[src/rtl/card_burst_buffer.sv]
module card_burst_buffer #(
  parameter int DEPTH = 32,
  parameter int W     = 8
) (
  input  logic         clk,
  input  logic         rst_n,
  input  logic         dma_mode,
  input  logic         tx_wr,
  input  logic [W-1:0] tx_wdata,
  input  logic         partial_set,
  input  logic         rx_rd,
  output logic [W-1:0] rx_rdata,
  input  logic         card_tx_rd,
  output logic [W-1:0] card_tx_data,
  output logic         card_tx_valid,
  input  logic         card_rx_wr,
  input  logic [W-1:0] card_rx_data,
  input  logic         card_rx_end,
  output logic         dma_tx_req,
  output logic         dma_rx_req,
  output logic         irq_tx_req,
  output logic         irq_rx_req,
  output logic         partial_flag,
  output logic         tx_overrun,
  output logic         rx_underrun
);
  localparam int AW = $clog2(DEPTH);
  localparam int CW = $clog2(DEPTH + 1);
  localparam logic [CW-1:0] FULL = CW'(DEPTH);
  localparam logic [CW-1:0] ONE  = CW'(1);

  logic [W-1:0]  txm [DEPTH];
  logic [W-1:0]  rxm [DEPTH];
  logic [CW-1:0] tx_cnt, tx_rp, rx_cnt, rx_rp;
  logic          tx_part, rx_done;

  logic tx_rel, wr_ok, rd_ok, tx_last, part_ok;
  logic rx_rdy, cw_ok, end_ok, hr_ok, rx_last;
  logic tx_req, rx_req;

  assign tx_rel  = (tx_cnt == FULL) | tx_part;
  assign wr_ok   = tx_wr & ~tx_rel;
  assign rd_ok   = card_tx_rd & tx_rel;
  assign tx_last = rd_ok & ((tx_rp + ONE) == tx_cnt);
  assign part_ok = partial_set & ~tx_rel & ((tx_cnt != '0) | wr_ok);

  assign rx_rdy  = (rx_cnt == FULL) | rx_done;
  assign cw_ok   = card_rx_wr & ~rx_rdy;
  assign end_ok  = card_rx_end & ~rx_rdy & ((rx_cnt != '0) | cw_ok);
  assign hr_ok   = rx_rd & rx_rdy;
  assign rx_last = hr_ok & ((rx_rp + ONE) == rx_cnt);

  assign tx_req = (tx_cnt == '0);
  assign rx_req = rx_rdy;

  assign dma_tx_req = dma_mode & tx_req;
  assign irq_tx_req = ~dma_mode & tx_req;
  assign dma_rx_req = dma_mode & rx_req;
  assign irq_rx_req = ~dma_mode & rx_req;

  assign card_tx_valid = tx_rel;
  assign card_tx_data  = txm[tx_rp[AW-1:0]];
  assign partial_flag  = tx_part;
  assign rx_rdata      = rx_rdy ? rxm[rx_rp[AW-1:0]] : '0;

  always_ff @(posedge clk) begin
    if (wr_ok) txm[tx_cnt[AW-1:0]] <= tx_wdata;
    if (cw_ok) rxm[rx_cnt[AW-1:0]] <= card_rx_data;
  end

  always_ff @(posedge clk) begin
    if (!rst_n) begin
      tx_cnt     <= '0;
      tx_rp      <= '0;
      tx_part    <= 1'b0;
      tx_overrun <= 1'b0;
    end else begin
      if (wr_ok) tx_cnt <= tx_cnt + ONE;
      if (tx_wr & tx_rel) tx_overrun <= 1'b1;
      if (part_ok) tx_part <= 1'b1;
      if (rd_ok) begin
        if (tx_last) begin
          tx_cnt  <= '0;
          tx_rp   <= '0;
          tx_part <= 1'b0;
        end else begin
          tx_rp <= tx_rp + ONE;
        end
      end
    end
  end

  always_ff @(posedge clk) begin
    if (!rst_n) begin
      rx_cnt      <= '0;
      rx_rp       <= '0;
      rx_done     <= 1'b0;
      rx_underrun <= 1'b0;
    end else begin
      if (cw_ok) rx_cnt <= rx_cnt + ONE;
      if (end_ok) rx_done <= 1'b1;
      if (rx_rd & ~rx_rdy) rx_underrun <= 1'b1;
      if (hr_ok) begin
        if (rx_last) begin
          rx_cnt  <= '0;
          rx_rp   <= '0;
          rx_done <= 1'b0;
        end else begin
          rx_rp <= rx_rp + ONE;
        end
      end
    end
  end

  a_r2_req_drops: assert property (@(posedge clk) disable iff (!rst_n)
    (tx_wr && (dma_tx_req || irq_tx_req)) |=> !(dma_tx_req || irq_tx_req));

  a_r3_data_held: assert property (@(posedge clk) disable iff (!rst_n)
    (card_tx_valid && !card_tx_rd) |=> (card_tx_valid && $stable(card_tx_data)));

  a_r5_release_clears: assert property (@(posedge clk) disable iff (!rst_n)
    (card_tx_valid && card_tx_rd && tx_last) |=> (!partial_flag && !card_tx_valid && (dma_tx_req || irq_tx_req)));

  a_r6_overrun_sticky: assert property (@(posedge clk) disable iff (!rst_n)
    (tx_wr && card_tx_valid) |=> tx_overrun);

  a_r9_underrun: assert property (@(posedge clk) disable iff (!rst_n)
    (rx_rd && !(dma_rx_req || irq_rx_req)) |=> rx_underrun);

  a_r7_full_raises: assert property (@(posedge clk) disable iff (!rst_n)
    (card_rx_wr && !rx_rdy && (rx_cnt == FULL - ONE)) |=> (dma_rx_req || irq_rx_req));

  a_r10_released_no_tx_req: assert property (@(posedge clk) disable iff (!rst_n)
    card_tx_valid |-> !(dma_tx_req || irq_tx_req));
endmodule

[config.mk]
export PLATFORM = sky130hd
export DESIGN_NAME = card_burst_buffer
export DESIGN_NICKNAME = d
export VERILOG_FILES = /design/src/rtl/card_burst_buffer.sv
export SDC_FILE = /design/constraint.sdc
export NUM_CORES = 1
export LEC_CHECK = 0
export BUFFER_PORTS_ARGS = -buffer_cell sky130_fd_sc_hd__clkbuf_2
export CORE_MARGIN = 3
export CORE_UTILIZATION = 60
export CTS_CLUSTER_DIAMETER = 150
export DETAILED_ROUTE_END_ITERATION = 10
export PLACE_DENSITY = 0.75
export SLEW_MARGIN = 20
export SYNTH_ARGS = -nofsm -noshare
export SYNTH_HDL_FRONTEND = slang
export SYNTH_SLANG_ARGS = --single-unit
export TNS_END_PERCENT = 50
[constraint.sdc]
create_clock -name clk -period 2.75 [get_ports clk]
set_clock_uncertainty 0.1 [all_clocks]
set_input_delay 0.1375 -clock clk [delete_from_list [all_inputs] [get_ports clk]]
set_output_delay 0.1375 -clock clk [all_outputs]
set_load 0.02 [all_outputs]
==> results of run 1 <==
==> power breakdown <==
part	internal, mW	switching [mW]	total (mW)
Sequential	9.21	0.0427	9.25
Clock	3.77	3.05	6.82
Combinational	0.584	0.659	1.24
==> synth_stat cells, types with 2 or more instances <==
cell	count
edfxtp_1	512
mux4_2	147
nor2_1	95
dfxtp_1	38
nand2_1	33
clkbuf_1	28
a21oi_1	17
mux2_2	15
nand3_1	15
nor2b_1	14
xnor2_1	14
buf_4	13
mux2i_1	13
o21ai_0	13
a2111oi_0	10
ha_1	10
inv_1	10
o211ai_1	10
xor2_1	9
buf_2	7
buf_1	6
nand3b_1	6
nor3_1	6
o21a_1	6
a211oi_1	5
a31oi_1	4
buf_6	4
o22ai_1	4
or3_1	4
a21o_1	3
and2_1	3
nor3b_1	3
and3_1	2
and4_1	2
nand2b_1	2
==> state kept, by name (all words and copies together) (netlist names), 6 cells and up, named ones only <==
name / flops
rx_cnt: 6
rx_rp: 6
rxm: 256
tx_cnt: 6
tx_rp: 6
txm: 256
==> critical path, cell delays in order (launching register included) <==
cell and delay (ns):
dfxtp_4 0.37, buf_12 0.17, buf_12 0.15, mux4_2 0.53, mux4_2 0.54, mux2_4 0.30, buf_6 0.13
==> metal layers <==
| layer | vias to the layer above | share of wire (%) | wire, µm |
|---|---|---|---|
| met2 | 526 | 52 | 24700 |
| li1 | 4811 | - | - |
| met3 | 83 | 7.1 | 3400 |
| met4 | 0 | 2.3 | 1090 |
| met1 | 5798 | 39 | 18700 |
| met5 | - | 0 | 0 |
==> cells by family after synthesis <==
group	synth area share [%]
xor gates and xnor gates	0.921
adders and majority gates	0.572
AOI/OAI and AO/OA	2.53
buffers and inverters	1.57
DFF	73.8
muxes	16.5
and+or+nand+nor	4.14
==> area by class of cell <==
cell class | instances | area, µm² | share of cell area, %
tap | 461 | 577 | 2.25
multi-input combinational | 480 | 5640 | 22.0
inverter | 10 | 37.5 | 0.147
sequential | 550 | 16200 | 63.0
clock buffer | 63 | 1370 | 5.36
clock inverter | 30 | 240 | 0.938
timing repair buffer | 169 | 1600 | 6.23
==> metrics by stage <==
| step | hold slack, ns | area, µm² | setup slack, ns | instances | power, mW |
|---|---|---|---|---|---|
| 3_3_place_gp | 0.266 | 23200 | 0.196 | 1635 | 10.4 |
| 5_1_grt | 0.0871 | 25600 | -0.383 | 1763 | 17.8 |
| 2_1_floorplan | 0.136 | 21900 | -0.123 | 1098 | 10.0 |
| 6_report | 0.0549 | 25600 | -0.297 | 1763 | 17.3 |
| 3_5_place_dp | 0.284 | 23200 | 0.147 | 1635 | 10.5 |
| 4_1_cts | 0.0252 | 25300 | -0.348 | 1755 | 17.3 |
==> repair_timing <==
| action | CTS | global route |
|---|---|---|
| resized for setup | 65 | 48 |
| pin swaps | 11 | 1 |
| endpoints found under the setup margin | 16 | 17 |
| hold buffers | 11 | 0 |
| gates cloned | 1 | 5 |
| buffers inserted | 16 | 4 |
| hold endpoints to repair | 25 | 0 |
==> how the worst max path moves through the flow <==
stage | start | end | slack [ns]
2_1_floorplan | rx_cnt[0]$_SDFF_PN0_ | rx_rdata[1] | -0.12
3_3_place_gp | flip-flop | rx_rdata[1] | 0.20
3_5_place_dp | flip-flop | rx_rdata[1] | 0.15
4_1_cts | flip-flop | card_tx_data[3] | -0.35
5_1_grt | flip-flop | rx_rdata[3] | -0.38
6_report | flip-flop | card_tx_data[2] | -0.30
==> summary.txt, run 1 <==
status: finished with violations
failing checks: setup timing
Yosys reg bits: 550
area leader, netlist: edfxtp_1
post-DP HPWL: 27700 µm
CTS H-tree lvls: 2
final wirelength: 47900 µm
vias in the first global route: 11.5k
Async SR Flop Fraction: 0%
# setup viols final: 16
clock sinks: 550
largest net degree at the start of global routing: 37
worst vdd ir: 0.000936 V
Post-Synthesis Cells: 1098
CTS tree: built
P&R area growth vs syn: 17.1%
RSZ-0062 raised after global routing: true
Worst Hold Path EP: tx_rp[5]$_SDFFE_PN0N_
wire per inst: 27.2 µm
FILL cells: 2108
R2R Setup Slk: 0.22 ns
Most Crowded Layer GR: met2
TritonCTS buffer count: 53
Vias/cell: 6.36
Tcrit/Tclk final: 111%
total die area: 38800 µm²
RePlAce Congestion: 0.788
r2r startpoint: tx_rp[0]$_SDFFE_PN0N_
Worst-Margin Slew: 0.923 ns
Max Cap Viol: 0
Crit. End Element: primary output
met1 usage: 35.1%
initial antenna violation count: 0
core area: 35700 µm²
final slew viol count: 0
fraction of layout cells with a size suffix above 1: 33.3%
Ys Warns: 0
final antenna-violating net count: 0
WS Path Type: reg -> out
Crit Path Max Fanout: 7
slew margin rel.: 38.3%
DRT iter0 DRCs: 1156
CTS clock-pin slew for the worst setup and hold paths: 0.06 ns
leakage: 8.16 nW
startpoint types: flip-flop
post-synthesis sequential area ratio: 73.8%
Hold Crit Depth: 6
synth unique cells: 50
drt pass-1 iters: 5
worst endpoint required time: 2.51 ns
synthesized area per cell: 19.9 µm²
Area contributors post-synth: edfxtp_1 (70%), mux4_2 (15%), dfxtp_1 (3.5%), nor2_1 (1.6%), mux2_2 (0.77%)
first-pass GRT wire length: 72100 µm
commonest cells after routing, fill and taps aside: edfxtp_1 (512), mux4_2 (147), nor2_1 (95), buf_4 (84), clkbuf_16 (57)
most common cell after layout, fill and taps aside: edfxtp_1
GRT overflow: 0
Die Y-Extent: 197 µm
HP Class: in -> reg
total track usage: 25.0%
via count: 11.2k
IO Count: 49
maximum root-to-sink buffer count: 3
Clk Latency, worst-skew pair: 0.60 ns
Hold Startpoint: card_tx_rd
cell area power density: 676 nW/µm²
CP arrival: 2.81 ns
setup TNS: -3.64 ns
synthesized cell area: 21900 µm²
final core utilization: 71.7%
Root Buffer: clkbuf_16
Final min period: 3.05 ns
Fmax achieved: 328 MHz
Antenna diodes: 0
nets: 1299
DRC: 0
worst r2r dst: partial_flag$_SDFF_PN0_
Reg2Reg Depth: 7
die width: 197 µm
Synth Flop Type: edfxtp_1
post-route setup slack: -0.297 ns
met3 usage: 4.15%
Rows: 69
Initial Utilization: 61.2%
syn nets: 1133
GR Util met2: 42.1%
area share of the largest cell type after synthesis: 70.3%
final hold vios: 0
EDFF count, synth: 512
quantity of I/O buffers inserted on ports: 48
No activity file was read; power rests on OpenSTA's default activity.
==> run 2, diff against run 1 <==
--- a/config.mk
+++ b/config.mk
@@ -7,10 +7,10 @@
 export LEC_CHECK = 0
 export BUFFER_PORTS_ARGS = -buffer_cell sky130_fd_sc_hd__clkbuf_2
 export CORE_MARGIN = 3
-export CORE_UTILIZATION = 60
+export CORE_UTILIZATION = 56
 export CTS_CLUSTER_DIAMETER = 150
 export DETAILED_ROUTE_END_ITERATION = 10
-export PLACE_DENSITY = 0.75
+export PLACE_DENSITY = 0.73
 export SLEW_MARGIN = 20
 export SYNTH_ARGS = -nofsm -noshare
 export SYNTH_HDL_FRONTEND = slang
==> constraint.sdc (replaced) <==
create_clock -name clk -period 2.7 [get_ports clk]
set_clock_uncertainty 0.1 [all_clocks]
set_input_delay 0.135 -clock clk [delete_from_list [all_inputs] [get_ports clk]]
set_output_delay 0.135 -clock clk [all_outputs]
set_load 0.02 [all_outputs]
==> summary.txt, run 2 (same netlist as run 1, synthesis figures left out) <==
max incr delay on CP: 0.53 ns
maximum root-to-sink buffer count: 3
leakage: 8.36 nW
slowest CP cell: mux4_2
sequential power share: 51.1%
Sw Share: 21.3%
CP arrival: 2.83 ns
slew margin rel.: 41.2%
die width: 204 µm
Worst-Margin Slew: 0.878 ns
vias in the first global route: 11.5k
CTS H-tree lvls: 2
DRT iter0 DRCs: 1066
core area: 38100 µm²
via count: 11.4k
cell area power density: 706 nW/µm²
CTS tree: built
Clk pwr share: 41.6%
GRT overflow: 0
post-DP HPWL: 28900 µm
Tcrit/Tclk final: 113%
RSZ-0062 raised after global routing: true
drt pass-1 iters: 6
final wirelength: 49400 µm
Rows: 71
worst vdd ir: 0.000728 V
power share of the combinational group: 7.3%
Finished Cell Area: 26100 µm²
internal power: 14.5 mW
initial antenna violation count: 0
failing checks: setup timing
final slew viol count: 0
Worst path most repeated cell: mux4_2
startpoint types: flip-flop
NetSw: 3.92 mW
nets: 1309
fraction of layout cells with a size suffix above 1: 35.7%
Fmax achieved: 327 MHz
Initial Utilization: 57.4%
Final min period: 3.06 ns
final antenna-violating net count: 0
WS Path Type: reg -> out
Crit Path Max Fanout: 7
DRC: 0
total track usage: 23.9%
clock sinks: 550
Crit. End Element: primary output
WHS: 0.0691 ns
FILL cells: 2312
Vias/cell: 6.21
status: finished with violations
crit-path cells: buf_8, clkbuf_16, mux4_2, mux4_2, mux2_4, buf_6
total die area: 41500 µm²
Antenna diodes: 0
Root Buffer: clkbuf_16
IO Count: 49
final hold vios: 0
TritonCTS buffer count: 53
post-route setup slack: -0.361 ns
worst endpoint required time: 2.47 ns
# setup viols final: 16
Die Y-Extent: 204 µm
Max Cap Viol: 0
largest net degree at the start of global routing: 48
DP Area: 23300 µm²
most common cell after layout, fill and taps aside: edfxtp_1
commonest cells after routing, fill and taps aside: edfxtp_1 (512), mux4_2 (147), nor2_1 (92), buf_4 (91), clkbuf_16 (60)
wire per inst: 27.0 µm
Clk Latency, worst-skew pair: 0.60 ns
Pwr Total: 18.4 mW
RePlAce Congestion: 0.794
HP Class: in -> reg
quantity of I/O buffers inserted on ports: 48
first-pass GRT wire length: 73500 µm
P&R area growth vs syn: 19.4%
CTS clock-pin slew for the worst setup and hold paths: 0.06 ns
[run 2: cell count changes in the layout (fill, tap and decap cells not counted), moves of 4 or more]
| cell | delta |
|---|---|
| buf_4 | +7 |
| clkinv_1 | -7 |
| bufinv_16 | +6 |
| clkinv_2 | +6 |
| buf_12 | -5 |
| buf_16 | +4 |
| buf_6 | +4 |
| mux2_2 | -4 |
| mux2_4 | +4 |
[run 2: power by group through the flow]
stage	Sequential, mW	Clock [mW]	Combinational (mW)
floorplan	9.59	0	0.624
global placement	9.59	0	1.05
detailed placement	9.60	0	1.07
CTS	9.42	7.75	1.23
global route	9.42	8.10	1.43
finish	9.42	7.67	1.34
[run 2: final cells by class]
type	count	area [µm²]	share of cell area, %
Sequential cell	550	16200	61.8
Tap cell	511	639	2.45
Multi-Input combinational cell	480	5730	22.0
Timing Repair Buffer	179	1750	6.71
Clock inverter	37	400	1.53
Inverter	10	37.5	0.144
Clock buffer	62	1400	5.37
[run 2: worst max-delay path, delay by kind of cell, from the launching register on]
| kind | cells | cell delay, ns |
|---|---|---|
| buffers and inverters | 3 | 0.47 |
| multiplexers | 3 | 1.34 |
| flip-flops | 1 | 0.41 |
[run 2: worst paths after layout]
path                            to  slack (ns)  cells past startpoint                  start
max                card_tx_data[5]       -0.36                      6              flip-flop
min          tx_rp[5]$_SDFFE_PN0N_        0.07                      6             card_tx_rd
max reg2reg    rxm[1][3]$_DFFE_PP_        0.13                      7   rx_cnt[0]$_SDFF_PN0_
min reg2reg  tx_rp[5]$_SDFFE_PN0N_        0.40                      2  tx_rp[5]$_SDFFE_PN0N_
[run 2: stage by stage]
stage | setup WS [ns] | utilization [%] | std cells | setup TNS [ns]
finish | -0.361 | 68.5 | 1829 | -4.34
global route | -0.402 | 68.5 | 1829 | -5.32
global placement | 0.0756 | 61.1 | 1695 | 0
CTS | -0.385 | 67.5 | 1818 | -4.96
floorplan | -0.171 | - | 1098 | -0.853
detailed placement | 0.0923 | 61.1 | 1695 | 0
[run 2: repair_timing]
item / in CTS / in global routing
buffers inserted: 12 / 5
setup endpoints to repair: 16 / 35
gates cloned: 4 / 7
hold buffers: 11 / 0
resized for setup: 80 / 68
endpoints found under the hold margin: 27 / 0
pin swaps: 16 / 3
[run 2: per-layer routing]
layer	routed length, µm	track usage, %	vias up
li1	-	-	4826
met1	19100	32.9	5941
met4	1390	7.72	0
met2	25800	40.3	503
met3	3040	3.46	85
met5	0	0	-
==> run 3, diff against run 2 <==
--- a/config.mk
+++ b/config.mk
@@ -5,11 +5,11 @@
 export SDC_FILE = /design/constraint.sdc
 export NUM_CORES = 1
 export LEC_CHECK = 0
-export BUFFER_PORTS_ARGS = -buffer_cell sky130_fd_sc_hd__clkbuf_2
 export CORE_MARGIN = 3
-export CORE_UTILIZATION = 56
+export CORE_UTILIZATION = 57
 export CTS_CLUSTER_DIAMETER = 150
 export DETAILED_ROUTE_END_ITERATION = 10
+export DONT_BUFFER_PORTS = 1
 export PLACE_DENSITY = 0.73
 export SLEW_MARGIN = 20
 export SYNTH_ARGS = -nofsm -noshare
==> summary.txt, run 3 (same netlist as run 1, synthesis figures left out) <==
status: finished with violations
failing checks: hold timing, setup timing
worst vdd ir: 0.000666 V
die width: 202 µm
Finished Cell Area: 26100 µm²
CTS H-tree lvls: 2
largest net degree at the start of global routing: 65
CTS clock-pin slew for the worst setup and hold paths: 0.06 ns
slew margin rel.: 32.1%
final slew viol count: 0
first-pass GRT wire length: 74800 µm
CP arrival: 2.71 ns
Worst-Margin Slew: 1.02 ns
final wirelength: 50300 µm
clock sinks: 550
drt pass-1 iters: 5
r2r startpoint: rx_cnt[1]$_SDFF_PN0_
Max Cap Viol: 0
wire per inst: 27.8 µm
Antenna diodes: 0
Rows: 71
DRT iter0 DRCs: 1208
Die Y-Extent: 202 µm
RSZ-0062 raised after global routing: true
IO Count: 49
WS Path Type: reg -> out
post-DP HPWL: 27600 µm
TritonCTS buffer count: 53
Setup crit end: rx_rdata[7]
multi-input logic area: 5730 µm²
Sequential Area: 16200 µm²
Crit. End Element: primary output
total die area: 40800 µm²
final antenna-violating net count: 0
vias in the first global route: 11.7k
via count: 11.2k
leakage: 8.28 nW
core area: 37800 µm²
R2R Setup Slk: 0.21 ns
final core utilization: 69.1%
FILL cells: 2229
HP Class: in -> reg
setup TNS: -2.99 ns
worst r2r dst: rx_underrun$_SDFFE_PN0P_
quantity of I/O buffers inserted on ports: 0
final hold vios: 23
post-route setup slack: -0.241 ns
DP Area: 23000 µm²
GRT overflow: 0
startpoint types: flip-flop
Vias/cell: 6.23
Initial Utilization: 57.9%
DRC: 0
most common cell after layout, fill and taps aside: edfxtp_1
total track usage: 24.7%
Root Buffer: clkbuf_16
worst endpoint required time: 2.47 ns
P&R area growth vs syn: 19.3%
Clk Latency, worst-skew pair: 0.59 ns
Final min period: 2.94 ns
Fmax achieved: 340 MHz
WHS: -0.0266 ns
Crit Path Max Fanout: 6
CTS tree: built
# setup viols final: 16
maximum root-to-sink buffer count: 3
Tcrit/Tclk final: 109%
cell area power density: 694 nW/µm²
commonest cells after routing, fill and taps aside: edfxtp_1 (512), mux4_2 (147), nor2_1 (93), buf_4 (85), clkbuf_16 (58)
Pwr Total: 18.1 mW
Reg2Reg Depth: 8
RePlAce Congestion: 0.794
initial antenna violation count: 0
nets: 1292
fraction of layout cells with a size suffix above 1: 32.7%
==> run 3: changes by cell type in the layout (fill, tap and decap cells not counted), sizes merged <==
cell,previous run,this run
dlygate4sd3,11,26
buf,130,132
clkbuf,100,75
clkinv,23,15
clkinvlp,4,0
bufinv,8,5
==> run 3: through the flow <==
step | setup WS, ns | hold slack, ns | std cells
floorplan | -0.171 | 0.134 | 1098
global placement | 0.159 | 0.136 | 1644
detailed placement | 0.187 | 0.135 | 1644
CTS | -0.256 | 0.0433 | 1795
global route | -0.299 | 0.0000975 | 1806
finish | -0.241 | -0.0266 | 1806
==> run 3: power breakdown <==
| part | internal (mW) | total [mW] | switching (mW) |
|---|---|---|---|
| sequential | 9.38 | 9.43 | 0.0532 |
| combinational | 0.623 | 1.30 | 0.675 |
| clock | 4.29 | 7.37 | 3.09 |
==> run 3: worst min-delay path by stage <==
stage                               start                   end  slack (ns)  cells after the start
after floorplan           card_rx_data[0]   rxm[0][0]$_DFFE_PP_        0.13                      0
after global placement    card_rx_data[1]  rxm[18][1]$_DFFE_PP_        0.14                      0
after detailed placement  card_rx_data[1]  rxm[18][1]$_DFFE_PP_        0.14                      0
after CTS                      card_rx_wr  rxm[13][5]$_DFFE_PP_        0.04                      3
after global routing      card_rx_data[6]  rxm[21][6]$_DFFE_PP_      0.0001                      1
final                     card_rx_data[6]  rxm[21][6]$_DFFE_PP_       -0.03                      1
==> run 3: layout make-up <==
class / count / area share, %
Clock buffer: 71 / 5.62
Clock inverter: 22 / 1.00
Inverter: 10 / 0.144
Multi-Input combinational cell: 480 / 22.0
Sequential cell: 550 / 61.9
Tap cell: 511 / 2.45
Timing Repair Buffer: 162 / 6.93
==> run 3: timing repair <==
action	CTS	global route
endpoints found under the setup margin	18	17
gates cloned	7	4
pin swaps	11	5
buffers inserted	15	2
hold buffers	36	5
gates resized for setup	74	21
endpoints found under the hold margin	565	59
==> run 3: worst max-delay path: stages, from the launching register on <==
cell,delay [ns]
dfxtp_4,0.45
buf_12,0.17
buf_16,0.14
mux4_2,0.55
mux4_2,0.51
nand2_2,0.09
o21ai_2,0.08
buf_6,0.14
==> run 3: layer usage <==
layer / share of wire, % / vias up / track usage [%]
met2: 53 / 541 / 42.0
met3: 6.9 / 84 / 4.54
met5: 0 / - / 0
met4: 2.8 / 0 / 8.20
met1: 37 / 5835 / 32.9
li1: - / 4786 / -
